--- config.mk ---
export PLATFORM = sky130hd
export DESIGN_NAME = prs_redirect_unit
export DESIGN_NICKNAME = d
export VERILOG_FILES = /design/src/rtl/prs_redirect_pkg.sv /design/src/rtl/prs_redir_regs.sv /design/src/rtl/prs_redir_stack.sv /design/src/rtl/prs_redir_arb.sv /design/src/rtl/prs_redirect_unit.sv
export SDC_FILE = /design/constraint.sdc
export NUM_CORES = 1
export LEC_CHECK = 0
export BUFFER_PORTS_ARGS = -buffer_cell sky130_fd_sc_hd__buf_2
export CORE_AREA = 8 8 215 217
export CTS_BUF_LIST = sky130_fd_sc_hd__clkbuf_2
export DETAILED_ROUTE_END_ITERATION = 12
export DIE_AREA = 0 0 223 225
export PLACE_DENSITY = 0.77
export SLEW_MARGIN = 20
export SYNTH_ARGS = -nofsm -noshare
export SYNTH_HDL_FRONTEND = slang
export SYNTH_SLANG_ARGS = --single-unit
--- constraint.sdc ---
create_clock -name clk -period 16.4 [get_ports clk]
set_clock_uncertainty 0.2 [all_clocks]
set_input_delay 3.28 -clock clk [delete_from_list [all_inputs] [get_ports clk]]
set_output_delay 3.28 -clock clk [all_outputs]
set_load 0.02 [all_outputs]
--- src/rtl/prs_redirect_pkg.sv ---
package prs_redirect_pkg;
  typedef enum logic [1:0] {
    STOP_JUMP = 2'd0,
    STOP_EXIT = 2'd1,
    STOP_CALL = 2'd2,
    STOP_RET  = 2'd3
  } stop_kind_e;

  typedef enum logic [1:0] {
    SEL_NEXT = 2'd0,
    SEL_OKAY = 2'd1,
    SEL_FAIL = 2'd2,
    SEL_EXIT = 2'd3
  } reg_sel_e;
endpackage

--- src/rtl/prs_redir_regs.sv ---
module prs_redir_regs
  import prs_redirect_pkg::*;
#(
  parameter int ADDR_W = 64,
  parameter int EXIT_W = 16
) (
  input  logic              clk,
  input  logic              rst_n,
  input  logic              wr_en,
  input  reg_sel_e          wr_sel,
  input  logic [ADDR_W-1:0] wr_data,
  input  logic              fault_we,
  input  logic [EXIT_W-1:0] fault_code,
  output logic [ADDR_W-1:0] next_q,
  output logic [ADDR_W-1:0] okay_q,
  output logic [ADDR_W-1:0] fail_q,
  output logic [EXIT_W-1:0] exit_q
);
  logic [ADDR_W-1:0] next_d, okay_d, fail_d;
  logic [EXIT_W-1:0] exit_d;

  always_comb begin
    next_d = next_q;
    okay_d = okay_q;
    fail_d = fail_q;
    exit_d = exit_q;
    if (wr_en) begin
      unique case (wr_sel)
        SEL_NEXT: next_d = wr_data;
        SEL_OKAY: okay_d = wr_data;
        SEL_FAIL: fail_d = wr_data;
        SEL_EXIT: exit_d = wr_data[EXIT_W-1:0];
      endcase
    end
    if (fault_we) exit_d = fault_code;
  end

  always_ff @(posedge clk or negedge rst_n) begin
    if (!rst_n) begin
      next_q <= '0;
      okay_q <= '0;
      fail_q <= '0;
      exit_q <= '0;
    end else begin
      next_q <= next_d;
      okay_q <= okay_d;
      fail_q <= fail_d;
      exit_q <= exit_d;
    end
  end

  AST_FAULT_CODE_WINS: assert property (@(posedge clk) disable iff (!rst_n)
    fault_we |=> exit_q == $past(fault_code));
endmodule

--- src/rtl/prs_redir_stack.sv ---
module prs_redir_stack #(
  parameter int ADDR_W = 64,
  parameter int DEPTH  = 4
) (
  input  logic              clk,
  input  logic              rst_n,
  input  logic              push,
  input  logic              pop,
  input  logic [ADDR_W-1:0] push_data,
  output logic [ADDR_W-1:0] top_data,
  output logic              full,
  output logic              empty
);
  localparam int CNT_W = $clog2(DEPTH + 1);
  localparam int IDX_W = (DEPTH > 1) ? $clog2(DEPTH) : 1;

  logic [ADDR_W-1:0] mem_q [DEPTH];
  logic [CNT_W-1:0]  cnt_q, cnt_d;
  logic [IDX_W-1:0]  top_idx;

  assign full    = (cnt_q == CNT_W'(DEPTH));
  assign empty   = (cnt_q == '0);
  assign top_idx = IDX_W'(cnt_q - 1'b1);
  assign top_data = mem_q[top_idx];

  always_comb begin
    cnt_d = cnt_q;
    if (push && !full)       cnt_d = cnt_q + 1'b1;
    else if (pop && !empty)  cnt_d = cnt_q - 1'b1;
  end

  always_ff @(posedge clk or negedge rst_n) begin
    if (!rst_n) cnt_q <= '0;
    else        cnt_q <= cnt_d;
  end

  for (genvar i = 0; i < DEPTH; i++) begin : g_slot
    logic slot_en;
    assign slot_en = push && !full && (cnt_q == CNT_W'(i));
    always_ff @(posedge clk or negedge rst_n) begin
      if (!rst_n)       mem_q[i] <= '0;
      else if (slot_en) mem_q[i] <= push_data;
    end
  end

  AST_NO_OVERFLOW: assert property (@(posedge clk) disable iff (!rst_n)
    push |-> !full);
  AST_NO_UNDERFLOW: assert property (@(posedge clk) disable iff (!rst_n)
    pop |-> !empty);
  AST_NO_PUSH_POP: assert property (@(posedge clk) disable iff (!rst_n)
    !(push && pop));
endmodule

--- src/rtl/prs_redir_arb.sv ---
module prs_redir_arb
  import prs_redirect_pkg::*;
#(
  parameter int ADDR_W = 64,
  parameter int EXIT_W = 16,
  parameter logic [EXIT_W-1:0] OVF_CODE = 16'h00F1,
  parameter logic [EXIT_W-1:0] UNF_CODE = 16'h00F2
) (
  input  logic              busy,
  input  logic              stop_vld,
  input  stop_kind_e        stop_kind,
  input  logic              exc_vld,
  input  logic [EXIT_W-1:0] exc_code,
  input  logic              stk_full,
  input  logic              stk_empty,
  input  logic [ADDR_W-1:0] stk_top,
  input  logic [ADDR_W-1:0] next_q,
  input  logic [ADDR_W-1:0] okay_q,
  input  logic [ADDR_W-1:0] fail_q,
  output logic              push,
  output logic              pop,
  output logic              fault_we,
  output logic [EXIT_W-1:0] fault_code,
  output logic              redir_d,
  output logic [ADDR_W-1:0] tgt_d
);
  logic exc_take, stop_take, ovf, unf;

  assign exc_take  = !busy && exc_vld;
  assign stop_take = !busy && stop_vld && !exc_vld;
  assign ovf  = stop_take && (stop_kind == STOP_CALL) && stk_full;
  assign unf  = stop_take && (stop_kind == STOP_RET)  && stk_empty;
  assign push = stop_take && (stop_kind == STOP_CALL) && !stk_full;
  assign pop  = stop_take && (stop_kind == STOP_RET)  && !stk_empty;
  assign fault_we = exc_take || ovf || unf;
  assign redir_d  = exc_take || stop_take;

  always_comb begin
    if (exc_take)  fault_code = exc_code;
    else if (ovf)  fault_code = OVF_CODE;
    else           fault_code = UNF_CODE;
  end

  always_comb begin
    if (fault_we) tgt_d = fail_q;
    else begin
      unique case (stop_kind)
        STOP_JUMP: tgt_d = next_q;
        STOP_EXIT: tgt_d = okay_q;
        STOP_CALL: tgt_d = next_q;
        STOP_RET:  tgt_d = stk_top;
      endcase
    end
  end
endmodule

--- src/rtl/prs_redirect_unit.sv ---
module prs_redirect_unit
  import prs_redirect_pkg::*;
#(
  parameter int ADDR_W = 64,
  parameter int EXIT_W = 16,
  parameter int DEPTH  = 4,
  parameter logic [EXIT_W-1:0] OVF_CODE = 16'h00F1,
  parameter logic [EXIT_W-1:0] UNF_CODE = 16'h00F2
) (
  input  logic              clk,
  input  logic              rst_n,
  input  logic              wr_en,
  input  logic [1:0]        wr_sel,
  input  logic [ADDR_W-1:0] wr_data,
  input  logic              stop_vld,
  input  logic [1:0]        stop_kind,
  input  logic [ADDR_W-1:0] stop_ret,
  input  logic              exc_vld,
  input  logic [EXIT_W-1:0] exc_code,
  output logic              redir_vld,
  output logic [ADDR_W-1:0] redir_tgt,
  output logic [EXIT_W-1:0] exit_code
);
  logic              rst_s1, rst_sn;
  logic [ADDR_W-1:0] next_q, okay_q, fail_q, stk_top, tgt_d;
  logic              push, pop, stk_full, stk_empty, fault_we, redir_d;
  logic [EXIT_W-1:0] fault_code;

  always_ff @(posedge clk or negedge rst_n) begin
    if (!rst_n) begin
      rst_s1 <= 1'b0;
      rst_sn <= 1'b0;
    end else begin
      rst_s1 <= 1'b1;
      rst_sn <= rst_s1;
    end
  end

  prs_redir_regs #(.ADDR_W(ADDR_W), .EXIT_W(EXIT_W)) u_regs (
    .clk(clk), .rst_n(rst_sn), .wr_en(wr_en), .wr_sel(reg_sel_e'(wr_sel)),
    .wr_data(wr_data), .fault_we(fault_we), .fault_code(fault_code),
    .next_q(next_q), .okay_q(okay_q), .fail_q(fail_q), .exit_q(exit_code)
  );

  prs_redir_stack #(.ADDR_W(ADDR_W), .DEPTH(DEPTH)) u_stack (
    .clk(clk), .rst_n(rst_sn), .push(push), .pop(pop), .push_data(stop_ret),
    .top_data(stk_top), .full(stk_full), .empty(stk_empty)
  );

  prs_redir_arb #(.ADDR_W(ADDR_W), .EXIT_W(EXIT_W),
                  .OVF_CODE(OVF_CODE), .UNF_CODE(UNF_CODE)) u_arb (
    .busy(redir_vld), .stop_vld(stop_vld), .stop_kind(stop_kind_e'(stop_kind)),
    .exc_vld(exc_vld), .exc_code(exc_code), .stk_full(stk_full),
    .stk_empty(stk_empty), .stk_top(stk_top), .next_q(next_q), .okay_q(okay_q),
    .fail_q(fail_q), .push(push), .pop(pop), .fault_we(fault_we),
    .fault_code(fault_code), .redir_d(redir_d), .tgt_d(tgt_d)
  );

  always_ff @(posedge clk or negedge rst_sn) begin
    if (!rst_sn) begin
      redir_vld <= 1'b0;
      redir_tgt <= '0;
    end else begin
      redir_vld <= redir_d;
      if (redir_d) redir_tgt <= tgt_d;
    end
  end

  AST_REDIR_ONE_CYCLE: assert property (@(posedge clk) disable iff (!rst_sn)
    redir_vld |=> !redir_vld);
  AST_EXC_TO_FAIL: assert property (@(posedge clk) disable iff (!rst_sn)
    (exc_vld && !redir_vld) |=> (redir_vld && redir_tgt == $past(fail_q)
                                 && exit_code == $past(exc_code)));
  AST_JUMP_TO_NEXT: assert property (@(posedge clk) disable iff (!rst_sn)
    (stop_vld && !exc_vld && !redir_vld && stop_kind == 2'd0)
      |=> (redir_vld && redir_tgt == $past(next_q)));
  AST_EXIT_TO_OKAY: assert property (@(posedge clk) disable iff (!rst_sn)
    (stop_vld && !exc_vld && !redir_vld && stop_kind == 2'd1)
      |=> (redir_vld && redir_tgt == $past(okay_q)));
  AST_BUSY_IGNORED: assert property (@(posedge clk) disable iff (!rst_sn)
    redir_vld |=> $stable(exit_code) || $past(wr_en));
endmodule

==> results.sh <==
export IMPL_status="completed"
export IMPL_hold_end="rst_sn"
export IMPL_avgRoutedWirePerCell_microns=22.3
export IMPL_slowest_stage="a31oi_2"
export IMPL_netlist_area_sq_um=23100
export IMPL_yosysSeqAreaShare=0.577
export IMPL_htree_num_levels=4
export IMPL_fin_setup_tns_ps=0
export IMPL_drive_above_1_share=0.445
export IMPL_via_per_inst=5.90
export IMPL_rows=76
export IMPL_pwr_share_comb=0.274
export IMPL_core_area_sq_um=42700
export IMPL_synth_edff_count=0
export IMPL_r2r_end="redir_tgt[44]"
export IMPL_synth_async_reset_ratio=1.00
export IMPL_critPathLaunch="stop_kind[0]"
export IMPL_overflow=0
export IMPL_crit_type="in -> reg"
export IMPL_worstPathArrival_ps=6420
export IMPL_p_int_w=0.00239
export IMPL_swShare=0.335
export IMPL_cp_start_kind="input port"
export IMPL_fin_util=0.606
export IMPL_clock_sinks=534
export IMPL_cap_violations=0
export IMPL_seqPwrFrac=0.470
export IMPL_cts_resized_gates=0
export IMPL_dp_hpwl_microns=34500
export IMPL_switchingPower_w=0.00120
export IMPL_r2r_slack_ps=12710
export IMPL_drc=0
export IMPL_slew_viol_final=0
export IMPL_grt_first_pass_wirelength_microns=93200
export IMPL_die_h_microns=225
export IMPL_hold_path_class="reg -> reg"
export IMPL_synth_avg_cell_area_sq_um=13.4
export IMPL_grt_max_degree=82
export IMPL_io_buffers=233
export IMPL_period_needed_ps=5630
export IMPL_ys_flop_type="dfrtp_1"
export IMPL_cpPeakStageDelay_ps=720
export IMPL_path_cells="buf_4, xor2_1, a31oi_2, nand2_2, buf_4, o21ai_0"
export IMPL_ir_worst_vdd_mv=0.110
export IMPL_hold_depth=0
export IMPL_drt_iter0_drc=886
export IMPL_via_count=15500
export IMPL_grt_pass1_vias=17000
export IMPL_cpMostUsedCell="buf_4"
export IMPL_finalWirelength_microns=58800
export IMPL_cts_buffers=137
export IMPL_grt_antenna_before_repair=15
export IMPL_synthesis_nets=1882
export IMPL_synthCells=1723
export IMPL_setup_violations_final=0
export IMPL_die_width_microns=223
export IMPL_start_util=0.542
export IMPL_required_ps=17190
export IMPL_rsz0062_at_grt="no"
export IMPL_hold_buffers=0
export IMPL_cts_root_buf="clkbuf_2"
export IMPL_worst_pin_slew_ps=1150
export IMPL_cts_path_max_buffers=3
export IMPL_cts_tree="built"
export IMPL_layout_nets=2152
export IMPL_clock_power_share=0.256
export IMPL_area_growth_pct=11.8
export IMPL_r2r_start="rst_sn"
export IMPL_fmax_mhz=178
export IMPL_slew_limit_headroom=0.236
export IMPL_clock_latency_ps=1110
export IMPL_routabilityCongestion=0.796
export IMPL_clk_pin_slew_ps=90
export IMPL_synth_distinct_cells=43
export IMPL_worstPathMaxFanout=76
export IMPL_die_area_sq_um=50200
export IMPL_power_density_nw_per_um2=139
export IMPL_io_pins=234
export IMPL_post_cts_buffers=0
export IMPL_synth_warnings=0
export IMPL_hold_viol_final=0
export IMPL_min_delay_start="rst_s1"
export IMPL_p_leak_nw=12.6
export IMPL_min_period_over_period=0.343
export IMPL_drtPass1Iterations=5
export IMPL_synth_seq_cells=534
export IMPL_end_kind="flop"
export IMPL_grtUsageTotal=0.235
export IMPL_r2r_cells=3
export IMPL_detail_route_antenna_nets=0
==> layout by cell type (no fill, tap or decap), types with 5 or more instances in the layout <==
cell	count
a2bb2oi_1	11
clkinv_1	14
mux2_2	444
ha_1	5
buf_2	231
nor2_1	9
buf_4	23
o22ai_1	128
clkbuf_2	199
a22oi_1	64
o21ai_0	132
nand2_1	18
inv_1	69
bufinv_16	5
o21ai_1	11
mux2i_1	128
diode_2	7
dfrtp_1	533
==> registers in the layout (all words and copies together), names as in the netlist <==
name,flops
u_stack.mem_q,256
rst_sn,1
u_regs.fail_q,64
u_regs.next_q,64
u_stack.cnt_q,3
u_regs.okay_q,64
redir_vld,1
u_regs.exit_q,16
rst_s1,1
redir_tgt,64
==> through the flow <==
| stage | hold WS (ps) | area (sq um) | setup WS [ps] | instances | total power (W) |
|---|---|---|---|---|---|
| final | 151 | 25900 | 10770 | 2633 | 0.00360 |
| after global routing | 159 | 25900 | 10600 | 2633 | 0.00381 |
| after CTS | 154 | 25800 | 10950 | 2625 | 0.00364 |
| after detailed placement | 142 | 24600 | 9720 | 2399 | 0.00271 |
| after global placement | 137 | 24600 | 9810 | 2399 | 0.00267 |
| after floorplan | 131 | 23100 | 214 | 1723 | 0.00241 |
==> worst max path at each step <==
stage / end / slack (ps) / cells after the start
3_5_place_dp: redir_tgt[6] / 9720 / 6
5_1_grt: redir_tgt[59] / 10600 / 6
3_3_place_gp: redir_tgt[58] / 9810 / 6
4_1_cts: redir_tgt[60] / 10950 / 6
2_1_floorplan: redir_tgt[0] / 210 / 0
6_report: redir_tgt[6] / 10770 / 6
==> metal layers <==
layer | part of all wire | global-route usage | vias to the layer above | wire length [microns]
met4 | 0.030 | 0.108 | 12 | 1790
met2 | 0.50 | 0.395 | 442 | 29400
met3 | 0.050 | 0.0556 | 139 | 2960
met1 | 0.42 | 0.287 | 8045 | 24600
li1 | - | - | 6901 | -
met5 | 0.0015 | 0 | - | 87
==> power by group through the flow <==
stage               sequential [W]  combinational [W]  clock (W)
floorplan                  0.00176           0.000646          0
global placement           0.00170           0.000969          0
detailed placement         0.00171           0.000995          0
CTS                        0.00169           0.000997   0.000953
global route               0.00172            0.00106    0.00102
finish                     0.00169           0.000985   0.000922
==> kinds of logic (layout without fill, tap and decap cells) <==
logic type               count (synthesis)  after routing  synth area share
AND/OR/NAND/NOR                         50             50            0.0115
AO/OA/AOI/OAI                          359            359            0.0945
XOR/XNOR                                 3              3           0.00114
other                                    1              8          0.000162
multiplexers                           576            576             0.273
adder cells (fa/ha/maj)                  6              6           0.00324
buffers and inverters                  194            551            0.0386
flip-flops                             534            534             0.577
==> Yosys cell counts (2+ instances only) <==
cell type  instances  area, sq um
mux2_2           444         5000
buf_2             38          190
o21ai_1           11         55.1
dfrtp_1          534        13400
clkbuf_1          54          203
buf_1              8         30.0
xor2_1             2         17.5
inv_1             69          259
mux2i_1          128         1280
buf_6              6         67.6
buf_4             19          143
nor2_1             9         33.8
nand2b_1           2         12.5
mux2_1             4         45.0
nand3_1            4         20.0
a22oi_1           64          480
ha_1               6         75.1
and2_1             2         12.5
o22ai_1          128          801
a21oi_1            4         20.0
a2bb2oi_1         11         96.3
nand2_1           20         75.1
nand3b_1           2         15.0
a31oi_1            3         18.8
and3_1             2         12.5
o21ai_0          132          661
==> layout make-up <==
type	count	area (sq um)
clock inverter	27	249
clock buffer	199	996
sequential	534	13400
fill	3420	16800
inverter	69	259
multi-input combinational	995	8940
tap	546	683
timing repair buffer	256	1370
antenna	7	17.5
==> critical path: cells and delay by family <==
family	cells	cell delay [ps]
buf+inv	2	1170
compound gates	2	970
simple gates	1	660
xor+xnor	1	260
(Power assumes the default switching activity.)
